[src/rtl/pcu_pkg.sv]
package pcu_pkg;

  typedef enum logic [3:0] {
    BK_SEQ   = 4'd0,
    BK_LJMP  = 4'd1,
    BK_AJMP  = 4'd2,
    BK_SJMP  = 4'd3,
    BK_LCALL = 4'd4,
    BK_ACALL = 4'd5,
    BK_RET   = 4'd6,
    BK_JC    = 4'd7,
    BK_JNC   = 4'd8,
    BK_JZ    = 4'd9,
    BK_JNZ   = 4'd10,
    BK_DJNZ  = 4'd11,
    BK_CJNE  = 4'd12
  } br_kind_e;

  typedef enum logic [2:0] {
    ST_IDLE,
    ST_PUSH,
    ST_POP_A,
    ST_POP_B,
    ST_POP_C
  } stk_state_e;

endpackage

[src/rtl/pcu_target.sv]
module pcu_target
  import pcu_pkg::*;
#(
  parameter int AW     = 16,
  parameter int DW     = 8,
  parameter int PAGE_W = 11,
  parameter int LW     = 2
) (
  input  logic [AW-1:0] pc,
  input  br_kind_e      kind,
  input  logic [DW-1:0] op_lo,
  input  logic [DW-1:0] op_hi,
  input  logic [LW-1:0] ins_len,
  input  logic          cy_in,
  input  logic          acc_zero,
  input  logic [DW-1:0] djnz_val,
  input  logic [DW-1:0] cmp_dst,
  input  logic [DW-1:0] cmp_src,
  output logic [AW-1:0] seq,
  output logic [AW-1:0] nxt,
  output logic          is_call,
  output logic          is_ret,
  output logic          cmp_lt
);
  localparam int IN_PAGE_HI = PAGE_W - DW;

  logic [AW-1:0] long_t, abs_t, rel_t;
  logic          cond_take;

  assign seq    = pc + AW'(ins_len);
  assign long_t = {op_hi, op_lo};
  assign abs_t  = {seq[AW-1:PAGE_W], op_hi[IN_PAGE_HI-1:0], op_lo};
  assign rel_t  = seq + {{(AW-DW){op_lo[DW-1]}}, op_lo};
  assign cmp_lt = cmp_dst < cmp_src;

  always_comb begin
    unique case (kind)
      BK_JC:   cond_take = cy_in;
      BK_JNC:  cond_take = !cy_in;
      BK_JZ:   cond_take = acc_zero;
      BK_JNZ:  cond_take = !acc_zero;
      BK_DJNZ: cond_take = (djnz_val != DW'(1));
      BK_CJNE: cond_take = (cmp_dst != cmp_src);
      default: cond_take = 1'b0;
    endcase
  end

  always_comb begin
    unique case (kind)
      BK_LJMP, BK_LCALL: nxt = long_t;
      BK_AJMP, BK_ACALL: nxt = abs_t;
      BK_SJMP:           nxt = rel_t;
      BK_RET:            nxt = pc;
      BK_JC, BK_JNC, BK_JZ, BK_JNZ, BK_DJNZ, BK_CJNE:
                         nxt = cond_take ? rel_t : seq;
      default:           nxt = seq;
    endcase
  end

  assign is_call = (kind == BK_LCALL) || (kind == BK_ACALL);
  assign is_ret  = (kind == BK_RET);

endmodule

[src/rtl/pcu_ctrl.sv]
module pcu_ctrl
  import pcu_pkg::*;
#(
  parameter int            AW     = 16,
  parameter int            DW     = 8,
  parameter logic [AW-1:0] PC_RST = '0,
  parameter logic [DW-1:0] SP_RST = 8'h07
) (
  input  logic          clk,
  input  logic          rst,
  input  logic          step,
  input  br_kind_e      kind,
  input  logic [AW-1:0] seq,
  input  logic [AW-1:0] nxt,
  input  logic          is_call,
  input  logic          is_ret,
  input  logic          cmp_lt,
  input  logic [DW-1:0] ram_rdata,
  output logic [AW-1:0] pc,
  output logic [DW-1:0] sp,
  output logic          busy,
  output logic          ram_we,
  output logic          ram_re,
  output logic [DW-1:0] ram_addr,
  output logic [DW-1:0] ram_wdata,
  output logic          cy_wr,
  output logic          cy_val
);
  stk_state_e    state;
  logic [AW-1:0] pc_q;
  logic [DW-1:0] sp_q, hold_q, addr_q, wdata_q;
  logic          we_q, re_q, cyw_q, cyv_q;

  always_ff @(posedge clk) begin
    if (rst) begin
      state   <= ST_IDLE;
      pc_q    <= PC_RST;
      sp_q    <= SP_RST;
      hold_q  <= '0;
      addr_q  <= '0;
      wdata_q <= '0;
      we_q    <= 1'b0;
      re_q    <= 1'b0;
      cyw_q   <= 1'b0;
      cyv_q   <= 1'b0;
    end else begin
      we_q  <= 1'b0;
      re_q  <= 1'b0;
      cyw_q <= 1'b0;
      unique case (state)
        ST_IDLE: begin
          if (step) begin
            pc_q <= nxt;
            if (kind == BK_CJNE) begin
              cyw_q <= 1'b1;
              cyv_q <= cmp_lt;
            end
            if (is_call) begin
              we_q    <= 1'b1;
              addr_q  <= sp_q + DW'(1);
              sp_q    <= sp_q + DW'(1);
              wdata_q <= seq[DW-1:0];
              hold_q  <= seq[AW-1:DW];
              state   <= ST_PUSH;
            end else if (is_ret) begin
              re_q   <= 1'b1;
              addr_q <= sp_q;
              sp_q   <= sp_q - DW'(1);
              state  <= ST_POP_A;
            end
          end
        end
        ST_PUSH: begin
          we_q    <= 1'b1;
          addr_q  <= sp_q + DW'(1);
          sp_q    <= sp_q + DW'(1);
          wdata_q <= hold_q;
          state   <= ST_IDLE;
        end
        ST_POP_A: begin
          re_q   <= 1'b1;
          addr_q <= sp_q;
          sp_q   <= sp_q - DW'(1);
          state  <= ST_POP_B;
        end
        ST_POP_B: begin
          hold_q <= ram_rdata;
          state  <= ST_POP_C;
        end
        ST_POP_C: begin
          pc_q  <= {hold_q, ram_rdata};
          state <= ST_IDLE;
        end
        default: state <= ST_IDLE;
      endcase
    end
  end

  assign pc        = pc_q;
  assign sp        = sp_q;
  assign busy      = (state != ST_IDLE);
  assign ram_we    = we_q;
  assign ram_re    = re_q;
  assign ram_addr  = addr_q;
  assign ram_wdata = wdata_q;
  assign cy_wr     = cyw_q;
  assign cy_val    = cyv_q;

endmodule

[src/rtl/pcu_top.sv]
module pcu_top
  import pcu_pkg::*;
#(
  parameter int            AW     = 16,
  parameter int            DW     = 8,
  parameter int            PAGE_W = 11,
  parameter int            LW     = 2,
  parameter logic [AW-1:0] PC_RST = '0,
  parameter logic [DW-1:0] SP_RST = 8'h07
) (
  input  logic          clk,
  input  logic          rst,
  input  logic          step,
  input  logic [3:0]    kind,
  input  logic [DW-1:0] op_lo,
  input  logic [DW-1:0] op_hi,
  input  logic [LW-1:0] ins_len,
  input  logic          cy_in,
  input  logic          acc_zero,
  input  logic [DW-1:0] djnz_val,
  input  logic [DW-1:0] cmp_dst,
  input  logic [DW-1:0] cmp_src,
  input  logic [DW-1:0] ram_rdata,
  output logic [AW-1:0] pc,
  output logic [DW-1:0] sp,
  output logic          busy,
  output logic          ram_we,
  output logic          ram_re,
  output logic [DW-1:0] ram_addr,
  output logic [DW-1:0] ram_wdata,
  output logic          cy_wr,
  output logic          cy_val
);
  br_kind_e      kind_e;
  logic [AW-1:0] seq, nxt;
  logic          is_call, is_ret, cmp_lt;

  assign kind_e = br_kind_e'(kind);

  pcu_target #(.AW(AW), .DW(DW), .PAGE_W(PAGE_W), .LW(LW)) u_target (
    .pc       (pc),
    .kind     (kind_e),
    .op_lo    (op_lo),
    .op_hi    (op_hi),
    .ins_len  (ins_len),
    .cy_in    (cy_in),
    .acc_zero (acc_zero),
    .djnz_val (djnz_val),
    .cmp_dst  (cmp_dst),
    .cmp_src  (cmp_src),
    .seq      (seq),
    .nxt      (nxt),
    .is_call  (is_call),
    .is_ret   (is_ret),
    .cmp_lt   (cmp_lt)
  );

  pcu_ctrl #(.AW(AW), .DW(DW), .PC_RST(PC_RST), .SP_RST(SP_RST)) u_ctrl (
    .clk       (clk),
    .rst       (rst),
    .step      (step),
    .kind      (kind_e),
    .seq       (seq),
    .nxt       (nxt),
    .is_call   (is_call),
    .is_ret    (is_ret),
    .cmp_lt    (cmp_lt),
    .ram_rdata (ram_rdata),
    .pc        (pc),
    .sp        (sp),
    .busy      (busy),
    .ram_we    (ram_we),
    .ram_re    (ram_re),
    .ram_addr  (ram_addr),
    .ram_wdata (ram_wdata),
    .cy_wr     (cy_wr),
    .cy_val    (cy_val)
  );

endmodule

[config.mk]
export PLATFORM = sky130hd
export DESIGN_NAME = pcu_top
export DESIGN_NICKNAME = d
export VERILOG_FILES = /design/src/rtl/pcu_pkg.sv /design/src/rtl/pcu_target.sv /design/src/rtl/pcu_ctrl.sv /design/src/rtl/pcu_top.sv
export SDC_FILE = /design/constraint.sdc
export NUM_CORES = 1
export LEC_CHECK = 0
export BUFFER_PORTS_ARGS = -buffer_cell sky130_fd_sc_hd__clkbuf_2
export CORE_AREA = 5 5 116 118
export CTS_CLUSTER_DIAMETER = 150
export DETAILED_ROUTE_END_ITERATION = 7
export DIE_AREA = 0 0 121 123
export PLACE_DENSITY_LB_ADDON = 0.05
export SYNTH_ARGS = -nofsm -noshare
export SYNTH_HDL_FRONTEND = slang
export SYNTH_SLANG_ARGS = --single-unit
[constraint.sdc]
create_clock -name clk -period 6.3 [get_ports clk]
set_input_delay 0.945 -clock clk [delete_from_list [all_inputs] [get_ports clk]]
set_output_delay 0.945 -clock clk [all_outputs]
set_load 0.005 [all_outputs]
==> impl_results.md, run 1 <==
* # rows at 41
* Total number of vias at 4226
* Number of warning messages in the yosys log at 0
* Synthesized net count at 627
* DRT iter0 DRCs at 191
* Reported leakage power at 2.18 nW
* Post-synthesis instance area at 4200 sq um
* Depth of the CTS H-tree at 2
* Chip Width at 121 um
* Setup violation total in the final timing report at 0
* Max-Slew Margin vs Limit at 21.5%
* First-pass GRT wire length at 22400 um
* Cell area power density at 214 nW/um^2
* Element type at the critical path end: flip-flop
* Routed wire length at 14000 um
* WL/cell at 17.7 um
* Worst endpoint required time at 6520 ps
* Total DRC errors in the routed layout at 0
* Delay of the slowest critical-path stage at 460 ps
* #FFs+latches synth at 55
* Global route overflow at 0
* Min cycle time layout at 3840 ps
* Maximum number of pins on one net before global-route repair at 42
* Final hold violations at 0
* Setup CP Type: input port to flip-flop
* Worst endpoint data arrival time at 4060 ps
* Sinks on Clock Net at 55
* Vias in the first global route at 4277
* Utilization of the core after routing at 40.3%
* Gate count of the mapped netlist at 534
* Clock tree from TritonCTS: done
* HPWL reported at the end of detailed placement at 10400 um
* Placer's final routability congestion estimate at 0.861
* Dominant cell by count in the synthesized netlist: sky130_fd_sc_hd__nand2_1
* Upper clock frequency limit at 260 MHz
* Post-cts repair resize count at 0
* Area growth from synthesis to layout at 18.7%
* Most used flip-flop cell after synthesis: sky130_fd_sc_hd__dfxtp_1
* Setup repair after global routing missed its margin: no
* Cells along the critical path: clkbuf_2 -> ha_1 -> a21oi_1 -> or3_1 -> nor2_1 -> xor2_1 -> ha_1 -> inv_1 -> o21bai_1 -> a221o_1 -> a41oi_1 -> o21bai_1 -> mux2i_1 -> a211o_1
* Highest net fanout along the worst path at 4
* Number of flops mapped to enable cells by yosys at 0
* Initial core utilization at 34.0%
* Maximum vdd ir drop at 0.142 mV
* Placed standard-cell area at 4810 sq um
* Maximum number of buffers from clock root to sink at 2
* Proportion of synthesized flip-flops having asynchronous set or reset at 0%
* Commonest cells in the netlist: 59 x sky130_fd_sc_hd__nand2_1, 55 x sky130_fd_sc_hd__dfxtp_1, 54 x sky130_fd_sc_hd__a21oi_1
* Count of pins over their slew limit at 0
* Antenna violations before repair at 0
* Kind of start point of the critical path: input port
* Vertical die dimension at 123 um
* FILL cells at 1309
* Register-to-register path setup slack at 2820 ps
* Syn_area_per_cell at 7.86 sq um
* IO Port Bufs at 103
* Antenna diode count at 0
* Post-synth cell types at 61
* Total Nets Final at 712
* Share of cells above drive strength 1 at 20.2%
* Critical-path cell with the highest stage delay: sky130_fd_sc_hd__or3_1
* Clock-pin transition on the worst setup and hold timing paths at 80 ps
* Final cell area excluding filler cells at 4980 sq um
* Status: completed
* Classification of the worst-slack hold path: flip-flop to flip-flop
* Hold bufs inserted after CTS at 0
* Top Ports at 104
* Antenna-violating nets left at 0
* Post-Route Skew at 6.03 ps
* Inserted Clock Buffers at 5
* Drt via density at 5.34
* Number of violations of the max-capacitance limit at 0
* Worst skew pair latency at 320 ps
* Area leader, netlist: sky130_fd_sc_hd__dfxtp_1
* Slew of the pin with the lowest slew margin at 1170 ps
* Share of the synthesized area in the top cell type at 26.2%
* Post-CTS setup buffer count at 0
* Sequential share of the synthesized area at 26.2%
* Cell types occupying the most area after synthesis: sky130_fd_sc_hd__dfxtp_1 26%, sky130_fd_sc_hd__ha_1 9.5%, sky130_fd_sc_hd__a21oi_1 6.4%
* Number of detailed-routing iterations run before antenna repair at 5
* Total Negative Setup Slacks at 0 ps
* Root buffer cell: sky130_fd_sc_hd__clkbuf_16
* Floorplan Core Area at 12400 sq um
* Full die area at 14900 sq um
* Fraction of the cycle the final worst path needs at 61.0%
* GRT Total Usage at 19.1%
where the power goes:
group          total, mW  switching [mW]  internal (mW)  leakage [nW]
Clock              0.348           0.156          0.193        0.0863
Combinational      0.319           0.180          0.139          1.65
Sequential         0.398          0.0295          0.369         0.448
cell type report:
class / count / area, sq um / share of cell area (%)
multi-input combinational: 431 / 2880 / 57.9
sequential: 55 / 1100 / 22.1
timing repair buffer: 105 / 531 / 10.6
tap: 172 / 215 / 4.32
clock buffer: 5 / 125 / 2.51
inverter: 21 / 78.8 / 1.58
clock inverter: 3 / 50.0 / 1.00
critical path, delay by kind of cell:
kind | cells | cell delay [ps]
AO/OA/AOI/OAI | 6 | 1230
XOR/XNOR | 1 | 370
AND/OR/NAND/NOR | 2 | 600
multiplexers | 1 | 130
buffers and inverters | 2 | 160
adder cells (fa/ha/maj) | 2 | 610
cell families after synthesis:
logic type | share of synthesized area, %
AO/OA/AOI/OAI | 26.9
XOR/XNOR | 8.97
adder cells (fa/ha/maj) | 10.5
buffers and inverters | 5.09
flip-flops | 26.2
multiplexers | 0.477
AND/OR/NAND/NOR | 21.8
flip-flops by register name, summed over array words and instances, names as in the netlist:
signal / cells
u_ctrl.ram_we: 1
u_ctrl.ram_addr: 8
u_ctrl.cy_val: 1
u_ctrl.cy_wr: 1
u_ctrl.sp: 8
u_ctrl.ram_wdata: 8
u_ctrl.pc: 16
u_ctrl.ram_re: 1
u_ctrl.state: 3
u_ctrl.hold_q: 8
worst paths after layout:
path / endpoint / cells past startpoint / start
worst max-delay path: u_ctrl.pc[13] / 14 / ins_len[1]
worst min-delay path: u_ctrl.ram_wdata[4] / 2 / u_ctrl.ram_wdata[4]
worst max register to register: u_ctrl.pc[13] / 13 / u_ctrl.pc[1]
worst min register to register: u_ctrl.ram_wdata[4] / 2 / u_ctrl.ram_wdata[4]
layer usage:
| layer | routed length (um) | vias up | share of wire, % | track usage (%) |
|---|---|---|---|---|
| met1 | 6170 | 1975 | 44 | 24.1 |
| li1 | - | 2117 | - | - |
| met2 | 6660 | 117 | 48 | 32.3 |
| met4 | 309 | 0 | 2.2 | 6.23 |
| met3 | 839 | 17 | 6.0 | 4.62 |
| met5 | 0 | - | 0 | 0 |
metrics by stage:
step / std cells / hold slack, ps / worst slack [ps] / total power [mW]
global route: 792 / 503 / 2210 / 1.13
global placement: 784 / 449 / 2210 / 0.723
finish: 792 / 465 / 2460 / 1.07
floorplan: 534 / 453 / 2600 / 0.621
detailed placement: 784 / 463 / 2120 / 0.726
CTS: 792 / 473 / 2470 / 1.08
layout by cell type (no fill, tap or decap), types with 3 or more instances in the layout:
| cell | instances |
|---|---|
| sky130_fd_sc_hd__a211oi_1 | 10 |
| sky130_fd_sc_hd__a21o_1 | 10 |
| sky130_fd_sc_hd__a21oi_1 | 54 |
| sky130_fd_sc_hd__a221o_1 | 10 |
| sky130_fd_sc_hd__a221oi_1 | 7 |
| sky130_fd_sc_hd__a22oi_1 | 13 |
| sky130_fd_sc_hd__and2_1 | 4 |
| sky130_fd_sc_hd__and3_1 | 4 |
| sky130_fd_sc_hd__and4_1 | 4 |
| sky130_fd_sc_hd__clkbuf_16 | 5 |
| sky130_fd_sc_hd__clkbuf_2 | 103 |
| sky130_fd_sc_hd__dfxtp_1 | 55 |
| sky130_fd_sc_hd__ha_1 | 32 |
| sky130_fd_sc_hd__inv_1 | 20 |
| sky130_fd_sc_hd__nand2_1 | 59 |
| sky130_fd_sc_hd__nand2b_1 | 10 |
| sky130_fd_sc_hd__nand3_1 | 13 |
| sky130_fd_sc_hd__nand4_1 | 9 |
| sky130_fd_sc_hd__nor2_1 | 44 |
| sky130_fd_sc_hd__nor3_1 | 7 |
| sky130_fd_sc_hd__nor4_1 | 9 |
| sky130_fd_sc_hd__o21a_1 | 3 |
| sky130_fd_sc_hd__o21ai_0 | 34 |
| sky130_fd_sc_hd__o21ai_1 | 4 |
| sky130_fd_sc_hd__o21bai_1 | 5 |
| sky130_fd_sc_hd__xnor2_1 | 27 |
| sky130_fd_sc_hd__xor2_1 | 16 |
(Power assumes the default switching activity.)
==> inputs of run 2 (changes only) <==
- clock period: 6.3 -> 3.4 ns (I/O delays scaled with it)
==> run 2 against run 1 <==
First-iteration DRC count is 13% higher. Sequential share of layout area is 1.2 points lower. Worst hold slack better by 1.9 ps. Routed wire length is 2.5% higher. Via count is 3.4% higher. Sequential power is 85% higher. Non-clock buffer count is 37 higher. Cell count is 4.7% higher. Utilization is 2.3 points higher. Global-route usage hardly changed.
==> impl_results.md, run 2 (synthesis results as in run 1) <==
* Worst endpoint required time at 3600 ps
* Share of cells above drive strength 1 at 25.4%
* Worst endpoint data arrival time at 3400 ps
* Number of cells traversed by the worst register-to-register path at 14
* Overall Power at 1.99 mW
* Floorplan Core Area at 12400 sq um
* Post-cts repair resize count at 0
* Antenna-violating nets left at 0
* GRT Total Usage at 19.1%
* Critical hold path startpoint: u_ctrl.ram_wdata[4]
* Utilization of the core after routing at 42.7%
* Setup CP Type: flip-flop to flip-flop
* Hold bufs inserted after CTS at 0
* Sinks on Clock Net at 55
* Dominant delay contributor by cell family on the critical path: compound AO/OA/AOI/OAI gates
* Upper clock frequency limit at 313 MHz
* Number of violations of the max-capacitance limit at 0
* Depth of the CTS H-tree at 2
* Cells along the critical path: ha_1 -> a21oi_1 -> or3_4 -> nor2_1 -> xor2_1 -> ha_1 -> inv_1 -> o21bai_1 -> a221o_1 -> a41oi_1 -> buf_4 -> o21bai_1 -> mux2i_1 -> a211o_1
* Clock-pin transition on the worst setup and hold timing paths at 80 ps
* Critical-path cell with the highest stage delay: sky130_fd_sc_hd__or3_4
* IO Port Bufs at 103
* Max-Slew Margin vs Limit at 60.0%
* Antenna violations before repair at 0
* HPWL reported at the end of detailed placement at 11100 um
* Global route overflow at 0
* Maximum number of buffers from clock root to sink at 2
* Vias in the first global route at 4392
* Final hold slack at 467 ps
* Reg2Reg Launch Point: u_ctrl.pc[1]
* Antenna diode count at 0
* Final Instance Count excl. Fillers at 829
* Routed wire length at 14300 um
* Maximum vdd ir drop at 0.192 mV
* Hold Path Sink: u_ctrl.ram_wdata[4]
* Final hold violations at 0
* First-pass GRT wire length at 22500 um
* Register-to-register path setup slack at 200 ps
* Element type at the critical path end: flip-flop
* # rows at 41
* DRT iter0 DRCs at 215
* Drt via density at 5.27
* Total Nets Final at 749
* Total DRC errors in the routed layout at 0
* Leading cell type in the layout, fill and taps excluded: sky130_fd_sc_hd__clkbuf_2
* Setup violation total in the final timing report at 0
* Commonest cells after routing, fill and taps aside: 103 x sky130_fd_sc_hd__clkbuf_2, 59 x sky130_fd_sc_hd__nand2_1, 55 x sky130_fd_sc_hd__dfxtp_1
* Reported leakage power at 2.38 nW
* Status: completed
* Top Ports at 104
* Highest net fanout along the worst path at 4
* FILL cells at 1311
* Setup slack after placement at -85.2 ps
* Vertical die dimension at 123 um
* Clock tree from TritonCTS: done
* Cell count after placement at 821
* Full die area at 14900 sq um
* Area taken by flip-flops and latches at 1100 sq um
* Fraction of the cycle the final worst path needs at 94.1%
* Slew of the pin with the lowest slew margin at 599 ps
* Min setup slack post-route at 201 ps
* Final cell area excluding filler cells at 5270 sq um
* Worst skew pair latency at 310 ps
* Min cycle time layout at 3200 ps
* Placed standard-cell area at 5090 sq um
* Total number of vias at 4371
* Chip Width at 121 um
* Count of pins over their slew limit at 0
* Root buffer cell: sky130_fd_sc_hd__clkbuf_16
* Inserted Clock Buffers at 5
* Number of cells on the worst hold path at 2
* WL/cell at 17.3 um
* Total Negative Setup Slacks at 0 ps
* Kind of start point of the critical path: flip-flop
* Classification of the worst-slack hold path: flip-flop to flip-flop
* Placer's final routability congestion estimate at 0.874
* Number of detailed-routing iterations run before antenna repair at 5
* Multi-input combinational cell area at 2910 sq um
* Maximum number of pins on one net before global-route repair at 41
* Delay of the slowest critical-path stage at 420 ps
* Initial core utilization at 34.0%
* Count of buffer and inverter cells on the critical path at 2
* Post-Route Skew at 6.75 ps
* Worst r2r dst: u_ctrl.pc[13]
* Area growth from synthesis to layout at 25.6%
* Cell area power density at 378 nW/um^2
* Flip-flop count of the largest register, all copies and words added at 16
* Post-CTS setup buffer count at 0
==> run 2: how the worst max path moves through the flow <==
stage	startpoint	to	slack [ps]	depth (start not counted)
global route	u_ctrl.pc[0]	u_ctrl.pc[13]	-20	15
detailed placement	ins_len[1]	u_ctrl.pc[13]	-90	14
global placement	ins_len[1]	u_ctrl.pc[13]	-50	14
CTS	u_ctrl.pc[1]	u_ctrl.pc[13]	110	13
floorplan	ins_len[0]	u_ctrl.pc[13]	140	14
finish	u_ctrl.pc[1]	u_ctrl.pc[13]	200	14
==> run 2: worst reg2reg max path: stages (launching register included) <==
cell and delay [ps]:
sky130_fd_sc_hd__dfxtp_1 360, sky130_fd_sc_hd__ha_1 290, sky130_fd_sc_hd__a21oi_1 110, sky130_fd_sc_hd__or3_4 420, sky130_fd_sc_hd__nor2_1 140, sky130_fd_sc_hd__xor2_1 210, sky130_fd_sc_hd__ha_1 290, sky130_fd_sc_hd__inv_1 80
sky130_fd_sc_hd__o21bai_1 70, sky130_fd_sc_hd__a221o_1 350, sky130_fd_sc_hd__a41oi_1 200, sky130_fd_sc_hd__buf_4 160, sky130_fd_sc_hd__o21bai_1 80, sky130_fd_sc_hd__mux2i_1 120, sky130_fd_sc_hd__a211o_1 220
==> run 2: final cells by class <==
class,count,share of cell area (%)
clock buffers,5,2.37
clock inverters,3,0.593
inverters,21,1.49
multi-input cells,431,55.3
flip-flops and latches,55,20.9
well taps,172,4.08
repair buffers,142,15.3
==> run 2: report_power, final <==
group          leakage [nW]  switching [mW]  internal, mW
Clock                0.0778           0.291         0.287
Combinational          1.85           0.356         0.323
Sequential            0.448          0.0520         0.684
Total                  2.38           0.699          1.29
==> run 2: metal layers <==
metal  global-route usage [%]  routed length [um]  share of wire (%)
met5                        0                   0                  0
met4                     6.02                 367                2.6
met3                     4.30                 730                5.1
met2                     33.3                6900                 48
met1                     23.5                6330                 44
